[src/rtl/lfsr_meter_pkg.sv]
// Package: shared types for the configurable LFSR and its cycle-length meter.
// Assumes: the meter walks exactly one of these phases after each load.
package lfsr_meter_pkg;

    // Phase of the cycle-length search after a load
    typedef enum logic [2:0] {
        PH_IDLE,
        PH_SEARCH,
        PH_FOUND,
        PH_EXPIRED,
        PH_LOCKED
    } meter_phase_t;

endpackage

[src/rtl/lfsr_shift_core.sv]
// Module: lfsr_shift_core
// Holds the Fibonacci shift register. It masks the seed and taps to the
// configured length, maps tap positions onto register bits, and forms the next
// state. Assumes the length at load lies in 1..WIDTH.
module lfsr_shift_core #(
    parameter int WIDTH = 20,
    parameter int LEN_W = $clog2(WIDTH + 1)
) (
    input  logic             clk,
    input  logic             rst_n,
    input  logic             load,
    input  logic             step,
    input  logic [LEN_W-1:0] len_in,
    input  logic [WIDTH-1:0] taps_in,
    input  logic [WIDTH-1:0] seed_in,
    output logic [WIDTH-1:0] seed_eff,
    output logic [WIDTH-1:0] state_q,
    output logic [WIDTH-1:0] state_nxt,
    output logic [LEN_W-1:0] len_q
);

    logic [WIDTH-1:0] mask_in;
    logic [WIDTH-1:0] mask_q;
    logic [WIDTH-1:0] rev_taps;
    logic [WIDTH-1:0] tapbits_in;
    logic [WIDTH-1:0] tap_q;
    logic [WIDTH-1:0] msb_q;
    logic             fb;

    // Per-bit length masks and bit-reversed tap vector
    genvar j;
    generate
        for (j = 0; j < WIDTH; j++) begin : g_bit
            assign mask_in[j]  = (j < int'(len_in));
            assign mask_q[j]   = (j < int'(len_q));
            assign rev_taps[j] = taps_in[WIDTH-1-j];
        end
    endgenerate

    // Tap position p lands on register bit n-p once the reversed vector is shifted down
    assign tapbits_in = (rev_taps >> (LEN_W'(WIDTH) - len_in)) & mask_in;
    assign seed_eff   = seed_in & mask_in;

    // Top bit of the active length receives the feedback
    assign msb_q     = mask_q & ~(mask_q >> 1);
    assign fb        = ^(state_q & tap_q);
    assign state_nxt = (state_q >> 1) | (fb ? msb_q : '0);

    // Register update: reset, load, or one step
    always_ff @(posedge clk) begin
        if (!rst_n) begin
            state_q <= '0;
            tap_q   <= '0;
            len_q   <= '0;
        end else if (load) begin
            state_q <= seed_eff;
            tap_q   <= tapbits_in;
            len_q   <= len_in;
        end else if (step) begin
            state_q <= state_nxt;
        end
    end

    // nothing survives above the configured length
    a_r3_upper_zero: assert property (@(posedge clk) disable iff (!rst_n)
        (state_q & ~mask_q) == '0);

    // no load and no step leaves the register untouched
    a_r5_hold: assert property (@(posedge clk) disable iff (!rst_n)
        (!load && !step) |=> $stable(state_q));

    // a load wins over a step in the same cycle
    a_r4_load_seed: assert property (@(posedge clk) disable iff (!rst_n)
        load |=> state_q == $past(seed_in & mask_in));

    // a plain step moves the lower bits down by one place
    a_r1_shift: assert property (@(posedge clk) disable iff (!rst_n)
        (step && !load) |=> (state_q & ~$past(msb_q)) == ($past(state_q) >> 1));

endmodule

[src/rtl/lfsr_period_meter.sv]
// Module: lfsr_period_meter
// Remembers the loaded seed and counts steps until the register returns to it.
// Reports the period, whether it is maximal, a zero-seed lockup, or a timeout
// after 2^n steps. Assumes state_nxt is the value the register takes on a step.
module lfsr_period_meter
    import lfsr_meter_pkg::*;
#(
    parameter int WIDTH = 20,
    parameter int LEN_W = $clog2(WIDTH + 1)
) (
    input  logic             clk,
    input  logic             rst_n,
    input  logic             load,
    input  logic             step,
    input  logic [WIDTH-1:0] seed_eff,
    input  logic [WIDTH-1:0] state_nxt,
    input  logic [LEN_W-1:0] len_q,
    output logic [WIDTH-1:0] period,
    output logic             period_valid,
    output logic             maximal,
    output logic             lockup,
    output logic             timeout
);

    localparam int CNT_W = WIDTH + 1;

    meter_phase_t     phase_q;
    logic [WIDTH-1:0] seed_q;
    logic [WIDTH-1:0] period_q;
    logic [CNT_W-1:0] cnt_q;
    logic [CNT_W-1:0] cnt_inc;
    logic [CNT_W-1:0] limit;
    logic             max_q;
    logic             hit;

    // Step count after this step, the 2^n bound, and the return test
    assign cnt_inc = cnt_q + CNT_W'(1);
    assign limit   = CNT_W'(1) << len_q;
    assign hit     = (state_nxt == seed_q);

    // Search state machine: arm on load, finish on return or on the bound
    always_ff @(posedge clk) begin
        if (!rst_n) begin
            phase_q  <= PH_IDLE;
            seed_q   <= '0;
            period_q <= '0;
            cnt_q    <= '0;
            max_q    <= 1'b0;
        end else if (load) begin
            seed_q   <= seed_eff;
            period_q <= '0;
            cnt_q    <= '0;
            max_q    <= 1'b0;
            phase_q  <= (seed_eff == '0) ? PH_LOCKED : PH_SEARCH;
        end else if (step && phase_q == PH_SEARCH) begin
            cnt_q <= cnt_inc;
            if (hit) begin
                phase_q  <= PH_FOUND;
                period_q <= cnt_inc[WIDTH-1:0];
                max_q    <= (cnt_inc == limit - CNT_W'(1));
            end else if (cnt_inc == limit) begin
                phase_q <= PH_EXPIRED;
            end
        end
    end

    // Status decode
    assign period       = period_q;
    assign period_valid = (phase_q == PH_FOUND);
    assign maximal      = max_q;
    assign lockup       = (phase_q == PH_LOCKED);
    assign timeout      = (phase_q == PH_EXPIRED);

    // the maximal flag never stands without a found period
    a_r7_max_needs_valid: assert property (@(posedge clk) disable iff (!rst_n)
        maximal |-> period_valid);

    // a found period stays put until the next load
    a_r6_result_holds: assert property (@(posedge clk) disable iff (!rst_n)
        (period_valid && !load) |=> (period_valid && $stable(period)));

    // a reported period is never zero
    a_r6_nonzero: assert property (@(posedge clk) disable iff (!rst_n)
        period_valid |-> (period != '0));

    // lockup excludes every search outcome
    a_r8_lock_quiet: assert property (@(posedge clk) disable iff (!rst_n)
        lockup |-> (!period_valid && !timeout && !maximal));

    // a timeout carries no period
    a_r9_no_period: assert property (@(posedge clk) disable iff (!rst_n)
        timeout |-> (period == '0 && !period_valid));

endmodule

[src/rtl/lfsr_meter_top.sv]
// Module: lfsr_meter_top
// Joins the shift register and the cycle-length meter. The serial output is
// bit 0 of the present state. Assumes cfg_len lies in 1..WIDTH when loaded.
module lfsr_meter_top #(
    parameter int WIDTH = 20,
    parameter int LEN_W = $clog2(WIDTH + 1)
) (
    input  logic             clk,
    input  logic             rst_n,
    input  logic [LEN_W-1:0] cfg_len,
    input  logic [WIDTH-1:0] cfg_taps,
    input  logic [WIDTH-1:0] cfg_seed,
    input  logic             cfg_load,
    input  logic             step_en,
    output logic             out_bit,
    output logic [WIDTH-1:0] state,
    output logic [WIDTH-1:0] period,
    output logic             period_valid,
    output logic             maximal,
    output logic             lockup,
    output logic             timeout
);

    logic [WIDTH-1:0] seed_eff;
    logic [WIDTH-1:0] state_q;
    logic [WIDTH-1:0] state_nxt;
    logic [LEN_W-1:0] len_q;

    lfsr_shift_core #(.WIDTH(WIDTH), .LEN_W(LEN_W)) i_core (
        .clk       (clk),
        .rst_n     (rst_n),
        .load      (cfg_load),
        .step      (step_en),
        .len_in    (cfg_len),
        .taps_in   (cfg_taps),
        .seed_in   (cfg_seed),
        .seed_eff  (seed_eff),
        .state_q   (state_q),
        .state_nxt (state_nxt),
        .len_q     (len_q)
    );

    lfsr_period_meter #(.WIDTH(WIDTH), .LEN_W(LEN_W)) i_meter (
        .clk          (clk),
        .rst_n        (rst_n),
        .load         (cfg_load),
        .step         (step_en),
        .seed_eff     (seed_eff),
        .state_nxt    (state_nxt),
        .len_q        (len_q),
        .period       (period),
        .period_valid (period_valid),
        .maximal      (maximal),
        .lockup       (lockup),
        .timeout      (timeout)
    );

    assign state   = state_q;
    assign out_bit = state_q[0];

endmodule

[config.mk]
export PLATFORM = sky130hd
export DESIGN_NAME = lfsr_meter_top
export DESIGN_NICKNAME = d
export VERILOG_FILES = /design/src/rtl/lfsr_meter_pkg.sv /design/src/rtl/lfsr_shift_core.sv /design/src/rtl/lfsr_period_meter.sv /design/src/rtl/lfsr_meter_top.sv
export SDC_FILE = /design/constraint.sdc
export NUM_CORES = 1
export LEC_CHECK = 0
export BUFFER_PORTS_ARGS = -buffer_cell sky130_fd_sc_hd__clkbuf_2
export CORE_ASPECT_RATIO = 2
export CORE_UTILIZATION = 35
export DETAILED_ROUTE_END_ITERATION = 10
export PLACE_DENSITY = 0.53
export SLEW_MARGIN = 0
export SYNTH_ARGS = -nofsm -noshare
export SYNTH_HDL_FRONTEND = slang
export SYNTH_SLANG_ARGS = --single-unit
[constraint.sdc]
create_clock -name clk -period 5 [get_ports clk]
set_input_delay 0.25 -clock clk [delete_from_list [all_inputs] [get_ports clk]]
set_output_delay 0.25 -clock clk [all_outputs]
set_load 0.01 [all_outputs]
Yosys cells after proc, flatten, opt, wreduce, memory -nomap -nowiden
Cells that the tools add are included.
Operators by class
  add/sub/neg operators: 3
  $lt $le $gt $ge: 40
  equal/unequal tests: 7
  shifts and indexed selects: 2
  muxes and demuxes: 8
  bitwise gates (word level): 7
  reductions and logical operators: 9
Operators with widths (number)
  $and A20 B20 Y20: 4
  $lt A4 B5 Y1 const A: 16
  $mux W20: 3
  $eq A21 B21 Y1: 2
  $lt A3 B5 Y1 const A: 8
  $lt A5 B5 Y1 const A: 8
  $add A21 B1 Y21 const B: 1
  $shl A1 B5 Y21 const A: 1
  $sub A21 B1 Y21 const B: 1
  $eq A20 B20 Y1: 1
  $logic_not A20 Y1: 1
  $lt A1 B5 Y1 const A: 4
  $lt A2 B5 Y1 const A: 4
  $not A19 Y20: 1
  $or A19 B20 Y20: 1
  $reduce_xor A20 Y1: 1
  $shr A20 B5 Y20: 1
  $mux W3: 5
  $eq A3 B2 Y1 const B: 2
  $sub A5 B5 Y5 const A: 1
  $reduce_and A2 Y1: 2
  $reduce_bool A2 Y1: 2
  $eq A3 B1 Y1 const B: 1
  $eq A3 B3 Y1 const B: 1
  other kinds (4): 4
Storage, ports and cells
  register bits: 110
  input bits: 49
  output and inout port bits: 45
  word-level logic and storage cells: 84

Longest topological paths before layout
Gate-level depths: netlist (run 1).
  depth after elaboration: 9
  depth in mapped cells: 15
  depth with buffers taken out: 12

By module
A second synthesis (run 1) with hierarchy kept.
Unflattened totals
  cell total of the unflattened synthesis: 1030
  area, all modules: 8212.9 µm²
By module, submodules not included
  lfsr_period_meter: times used 1, cells each 534, area each 4336.7 µm², sequential area each 1301.2 µm²
  lfsr_shift_core: times used 1, cells each 495, area each 3868.7 µm², sequential area each 900.9 µm²
  lfsr_meter_top: times used 1, cells each 1, area each 7.5 µm², sequential area each 0.0 µm²

Worst setup path before layout (run 1)
OpenSTA, ideal clock, no wires.
  kind: reg-to-reg
  start point: reg i_core.state_q[10]
  end point: reg i_meter.period_q[6] (netlist: i_meter.period[6])
  library setup time: 0.079 ns
  arrival time: 3.073 ns
  data required time: 4.921 ns
  slack: 1.848 ns
  cell stages (with the launch flop): 13
  path buffers: 2
  clock period less this slack: 3.152 ns
  path through: dfxtp_1 nand2_1 xnor2_1 xnor2_1 xnor3_2 xnor2_1 o211a_1 or4_4 nor4_4 buf_6 buf_6 nor2_2 a211oi_2
On the way
  longest elaborated chain between the ends: 6
RTL lines
  from (decl): RTL line lfsr_shift_core.sv:17  | output logic [WIDTH-1:0] state_q,
  from (signal assigned): RTL line lfsr_shift_core.sv:60  | state_q <= state_nxt;
  $and A20 B20 Y20: RTL line lfsr_shift_core.sv:46  | assign fb = ^(state_q & tap_q);
  $reduce_xor A20 Y1: RTL line lfsr_shift_core.sv:46
  $mux W20: RTL line lfsr_shift_core.sv:47  | assign state_nxt = (state_q >> 1) | (fb ? msb_q : '0);
  $or A19 B20 Y20 (*): RTL line lfsr_shift_core.sv:47
  $eq A20 B20 Y1 (*): RTL line lfsr_period_meter.sv:39  | assign hit = (state_nxt == seed_q);
  $reduce_and A2 Y1 (no source line) (*)
  to (signal assigned): RTL line lfsr_period_meter.sv:59  | period_q <= cnt_inc[WIDTH-1:0];
  to (decl): RTL line lfsr_period_meter.sv:29  | logic [WIDTH-1:0] period_q;
Every way passes the cells marked *; elsewhere a longest branch is shown, timed or not.
A chain may end at the register's enable or synchronous reset.

Worst setup path in the final report (run 1)
  start point: reg i_meter.cnt_q[0]
  end point: reg i_meter.phase_q[0]
On the way
  longest elaborated chain between the ends: 4
RTL lines
  from (decl): RTL line lfsr_period_meter.sv:30  | logic [CNT_W-1:0] cnt_q;
  from (signal assigned): RTL line lfsr_period_meter.sv:56  | cnt_q <= cnt_inc;
  $add A21 B1 Y21: RTL line lfsr_period_meter.sv:37  | assign cnt_inc = cnt_q + CNT_W'(1);
  $eq A21 B21 Y1: RTL line lfsr_period_meter.sv:61  | end else if (cnt_inc == limit) begin
  $reduce_bool A3 Y1 (no source line)
  $reduce_and A2 Y1 (no source line)
  to (signal assigned): RTL line lfsr_period_meter.sv:54  | phase_q <= (seed_eff == '0) ? PH_LOCKED : PH_SEARCH;
  to (decl): RTL line lfsr_period_meter.sv:27  | meter_phase_t phase_q;
Every way passes these cells.

==> metrics, run 1 <==
Post-Syn Area per Cell between 7 and 8 sq um; Crit path required time between 5 and 6 ns; antenna diode count 0; Seq/Total Area, Yosys 0.2842; I/O Buffers 93; largest net degree at the start of global routing 56; Reg clk slew, reported paths about 0.08 ns; vias in the first global route about 8,000; First-pass DRT Iterations 5; setup ws final 1.051 ns; Crit Path Max Fanout 9; total of max-cap violations 0; first-pass GRT wire length approximately 48,000 microns; Final ANT Viol Nets 0; CP top delay family simple AND/OR/NAND/NOR gates; Syn Std Cell Area slightly below 0.008 sq mm; Syn Inst Count 1,040; share of layout cells above drive strength 1 0.1507; Buffers & Inverters on Critical Path 0; gr ovfl total 0; GRT Total Usage 0.2921; CTS resizes 0; Max Freq around 250 MHz; PwrDens 250.8 mW/mm^2; Pleak ~3.2 nW; H-tree depth 3; DR vias/cell between 5 and 6; DRC Markers 0; clock power share 0.316; Worst setup EP type flop; RSZ-0062 raised after global routing false; Yosys reg bits 110; Int Power between 1 and 1.5 mW; Clock Sinks 110; num rows 76; final net count roughly 1,100; Clock Latency Late Sink roughly 0.36 ns; TNS Setup 0 ns; final WL between 30,000 and 40,000 microns; DP HPWL 26,160 microns; drt wl/cell between 20 and 25 microns; maximum VDD drop around 0.00016 V; skew final around 0.009 ns; Initial Utilization 0.3589; crit-path cells nand4_1, or2_2, or3_1, xnor2_1, xnor2_1, nor4_1, nand4_1, mux2_2, o221ai_1; CP max stage delay between 0.8 and 0.9 ns; Tightest Hold Check Type in -> reg; period utilization 0.7899; CTS tree yes; Fill cells about 2,300; Vert. Die Dim roughly 210 microns; Net Switching around 0.74 mW; clock root buffer clkbuf_16; final slew viol count 0; CTS Buffer Depth 2; initial antenna violation count 0; critical path launch point type flop; via count between 7,000 and 8,000; Initial DRC Count roughly 440; # setup viols final 0; DIE AREA 0.02277 sq mm; number of setup buffers added after CTS 0; switching share of power 0.3417; status completed; pre-CTS WS roughly 1.2 ns; Setup CP Type reg -> reg; Post-synth EDFFs 0; Mapped Nets ~1,100; Yosys warnings 0; worst endpoint data arrival time 4.23 ns; # IOs 94; minimum clock period 3.949 ns; Yosys cell types a little over 70; Die W approximately 110 microns; worst slew pin tran roughly 1.0 ns; GPL Wtd Cong approximately 1.0; CTS buffer count 9; Hold-fix buffers, CTS 0; Fin. Hold Viols 0; FFs w/ async S/R, synth 0; Core Box Area around 0.022 sq mm; slew margin rel. 0.3170; Area Overhead vs Synth 12.18%; Comb pwr share 0.244; Primary FF master, synth dfxtp_1; Flop pwr share 0.439; Worst path slowest cell nor4_1
## stage by stage
| step | utilization | hold WS [ns] | cells | area (sq um) | total power, mW |
|---|---|---|---|---|---|
| final | 0.4026 | 0.2011 | 1368 | 8691 | 2.179 |
| after global routing | 0.4026 | 0.2082 | 1368 | 8691 | 2.265 |
| after CTS | 0.4026 | 0.1914 | 1368 | 8691 | 2.184 |
| after detailed placement | 0.3900 | 0.4363 | 1353 | 8419 | 1.500 |
| after global placement | 0.3900 | 0.4254 | 1353 | 8419 | 1.499 |
| after floorplan | - | 0.4159 | 1040 | 7747 | 1.295 |
## kinds of logic after synthesis
logic type	share of synthesized area
and+or+nand+nor	0.2576
buffers and inverters	0.05523
adders and majority gates	0.004845
DFF	0.2842
xor gates and xnor gates	0.09335
AOI/OAI and AO/OA	0.2311
muxes	0.07364
## worst paths after layout
check	startpoint	end	slack [ns]	cells past startpoint
worst max-delay path	i_meter.cnt_q[0]$_SDFFE_PP0P_	i_meter.phase_q[0]$_SDFFE_PN0P_	1.05	9
worst min-delay path	cfg_seed[8]	i_meter.seed_q[8]$_SDFFE_PN0P_	0.20	3
worst max register to register	i_meter.cnt_q[0]$_SDFFE_PP0P_	i_meter.phase_q[0]$_SDFFE_PN0P_	1.05	9
worst min register to register	i_core.tap_q[14]$_SDFFE_PN0P_	i_core.tap_q[14]$_SDFFE_PN0P_	0.45	2
## power groups by stage
| stage | combinational (mW) | sequential (mW) | clock, mW |
|---|---|---|---|
| final | 0.533 | 0.958 | 0.689 |
| after global routing | 0.571 | 0.961 | 0.732 |
| after CTS | 0.526 | 0.956 | 0.702 |
| after detailed placement | 0.523 | 0.977 | 0 |
| after global placement | 0.523 | 0.976 | 0 |
| after floorplan | 0.343 | 0.952 | 0 |
## cells in the mapped netlist (4+ instances only)
cell,number,area (sq um)
a22o_1,5,43.79
inv_1,32,120.1
a21oi_1,48,240.2
a32o_1,5,50.05
buf_1,9,33.78
o21ai_0,68,340.3
mux2i_1,39,390.4
nand2_1,149,559.3
clkbuf_1,63,236.5
a21boi_0,22,165.2
nand4_1,15,93.84
nand2b_1,6,37.54
nor2b_1,25,156.4
or3_1,12,75.07
nor2_1,96,360.4
o21a_1,8,60.06
nand3_1,37,185.2
and2_1,10,62.56
or2_2,10,62.56
a211oi_1,20,150.1
nor3_1,15,75.07
mux2_2,12,135.1
o2bb2ai_1,5,43.79
o31ai_1,9,67.56
or4_1,4,30.03
o211ai_1,17,127.6
dfxtp_1,110,2202
xor2_1,29,254.0
nor4_1,11,68.82
a22oi_1,5,37.54
a31oi_1,7,43.79
xnor2_1,49,429.2
and3_1,7,43.79
o22ai_1,11,68.82
## tightest hold or removal path: stages
cell	delay [ns]
clkbuf_2	0.12
nand3_1	0.08
a21boi_0	0.07
## cells in the final DEF, fill, tap and decap left out, types with 25 or more instances in the layout
master    synthesis  layout
mux2i_1          39      39
inv_1            32      32
xor2_1           29      29
nand3_1          37      37
nor2_1           96      96
xnor2_1          49      49
nor2b_1          25      25
o21ai_0          68      68
a21oi_1          48      48
dfxtp_1         110     110
nand2_1         149     149
clkbuf_2          0      93
## sequential cells by signal, summed over array words and instances (netlist names)
signal           flops
i_core.tap_q        20
i_meter.period      20
i_meter.maximal      1
i_meter.cnt_q       21
i_core.state_q      20
i_core.len_q         5
i_meter.seed_q      20
i_meter.phase_q      3
## layer usage
layer / GRT usage / part of all wire / vias up
met2: 0.5535 / 0.54 / 302
met3: 0.04568 / 0.036 / 135
met1: 0.2505 / 0.32 / 3734
li1: - / - / 3795
met4: 0.2811 / 0.11 / 0
met5: 0 / 0 / -
## cell type report
type                       instances  area, sq um  area share
multi-input combinational        822         5117      0.5888
sequential                       110         2202      0.2534
timing repair buffer             116        638.1     0.07342
tap                              273        341.6     0.03930
clock buffer                       9        225.2     0.02591
inverter                          32        120.1     0.01382
clock inverter                     6        46.29    0.005327
Power figures use the tool's default switching activity.
==> inputs of run 2 (changes only) <==
- clock period: 5 -> 4.1 ns (I/O delays scaled with it)
==> run 2 against run 1 <==
  * Via count up 1.2%
  * Hold slack got worse by 0.059 ns
  * Sequential share of layout area is 0.61 points lower
  * Final area up 2.4%
  * First-iteration DRC count increased by 8.9%
  * Critical endpoint is now i_meter.period[3]$_SDFFE_PP0P_
==> metrics, run 2 (synthesis gave the netlist of run 1 again) <==
status completed; Reg2Reg Setup Slack roughly 0.6 ns; Initial Utilization 0.3589; TNS Setup 0 ns; FF+latch area between 0.002 and 0.0025 sq mm; FF-to-FF Start i_core.len_q[0]$_SDFFE_PN0P_; Fin. Hold Viols 0; Final Power 2.766 mW; first-pass GRT wire length approximately 50,000 microns; First-pass DRT Iterations 5; Area Overhead vs Synth 14.92%; DR vias/cell between 5 and 6; hold endpoint i_meter.seed_q[8]$_SDFFE_PN0P_; GRT Total Usage 0.2986; Final ANT Viol Nets 0; DP HPWL between 20,000 and 30,000 microns; Crit Path Max Fanout 29; DRC Markers 0; DIE AREA around 0.023 sq mm; total of max-cap violations 0; Clock Latency Late Sink 0.37 ns; Reg with most FFs i_meter.cnt_q; share of layout cells above drive strength 1 0.1682; clock root buffer clkbuf_16; Max Freq 284.5 MHz; Setup CP Type reg -> reg; Worst Setup SP i_core.len_q[0]$_SDFFE_PN0P_; final net count between 1,000 and 1,500; worst hold margin ~0.14 ns; antenna diode count 0; Reg clk slew, reported paths 0.08 ns; minimum clock period roughly 3.5 ns; WHS Path Cells 3; slew margin rel. 0.2068; PwrDens 310.6 mW/mm^2; skew final 0.01079 ns; RR Endpoint i_meter.period[3]$_SDFFE_PP0P_; GPL Wtd Cong slightly above 1; CTS Buffer Depth 2; critical path launch point type flop; worst endpoint data arrival time about 3.8 ns; drt wl/cell around 23 microns; Die W approximately 110 microns; RSZ-0062 raised after global routing false; Core Box Area ~0.022 sq mm; CTS resizes 0; cell area after layout roughly 0.0089 sq mm; largest net degree at the start of global routing 56; CTS buffer count 9; post-placement cell area 0.008597 sq mm; I/O Buffers 93; H-tree depth 3; multi-input logic area 0.005117 sq mm; most common cell after layout, fill and taps aside nand2_1; CTS tree yes; final non-filler cell total around 1,400; Fill cells around 2,300; Worst path slowest cell dfxtp_1; placed cell count roughly 1,400; min-delay src cfg_seed[8]; Crit path required time approximately 4.3 ns; max reg flops 21; final WL between 30,000 and 40,000 microns; most frequent cells in the layout 149 x nand2_1, 110 x dfxtp_1, 96 x nor2_1; Worst setup EP type flop; # setup viols final 0; worst r2r path cells 11; Hold-fix buffers, CTS 0; num rows 76; Clock Sinks 110; CP top delay family simple AND/OR/NAND/NOR gates; # IOs 94; final slew viol count 0; gr ovfl total 0; CP max stage delay about 0.61 ns; period utilization 0.8574; via count just over 8,000; Tightest Hold Check Type in -> reg; worst slew pin tran 1.174 ns; number of setup buffers added after CTS 0; initial antenna violation count 0; Buffers & Inverters on Critical Path 1; vias in the first global route a little over 8,000; maximum VDD drop between 0.00015 and 0.0002 V; Initial DRC Count ~480; crit-path cells nand3b_1, nor3_1, nor2_1, nor4_1, nand4_1, nor4_1, o211ai_1, nor4_4, buf_12, mux2i_1, nor2_1; Vert. Die Dim roughly 210 microns; Pleak around 3.3 nW
## run 2: cell count changes in the layout (fill, tap and decap cells not counted), sizes merged
cell    change
buf        +22
clkinv      -1
bufinv      +1
clkbuf      +1
## run 2: worst max path at each step
stage,to,slack [ns],cells past startpoint
final,i_meter.period[3]$_SDFFE_PP0P_,0.58,11
after global routing,i_meter.maximal$_SDFFE_PP0P_,0.30,11
after CTS,i_meter.period[2]$_SDFFE_PP0P_,0.61,11
after detailed placement,i_meter.maximal$_SDFFE_PP0P_,0.63,12
after global placement,i_meter.period[3]$_SDFFE_PP0P_,0.63,11
after floorplan,i_meter.period[6]$_SDFFE_PP0P_,0.95,12
## run 2: cell type report
cell class	count	share of cell area
multi-input combinational	822	0.5748
inverter	32	0.01349
tap	273	0.03836
timing repair buffer	138	0.09162
clock buffer	10	0.02684
clock inverter	6	0.007589
sequential	110	0.2473
## run 2: per-stage QoR
stage               worst slack (ns)  utilization
CTS                           0.6094       0.4125
detailed placement            0.6292       0.3983
global route                  0.2974       0.4125
finish                        0.5846       0.4125
global placement              0.6267       0.3983
floorplan                     0.9476            -
## run 2: metal layers
metal | up-vias | global-route usage | wire (microns) | part of all wire
li1 | 3847 | - | - | -
met1 | 3817 | 0.2645 | 10350 | 0.32
met2 | 284 | 0.5713 | 17880 | 0.55
met3 | 114 | 0.04414 | 1315 | 0.040
met4 | 0 | 0.2579 | 3132 | 0.096
met5 | - | 0 | 0 | 0
## run 2: worst register-to-register path: stages, from the launching register on
cell and delay [ns]:
dfxtp_1 0.61, nand3b_1 0.33, nor3_1 0.54, nor2_1 0.09
nor4_1 0.29, nand4_1 0.13, nor4_1 0.30, o211ai_1 0.22
nor4_4 0.34, buf_12 0.25, mux2i_1 0.23, nor2_1 0.05
## run 2: power by group
part           internal, mW  total (mW)  switching (mW)
Clock                 0.494       0.931           0.436
Sequential             1.10        1.15          0.0498
Combinational         0.246       0.681           0.436
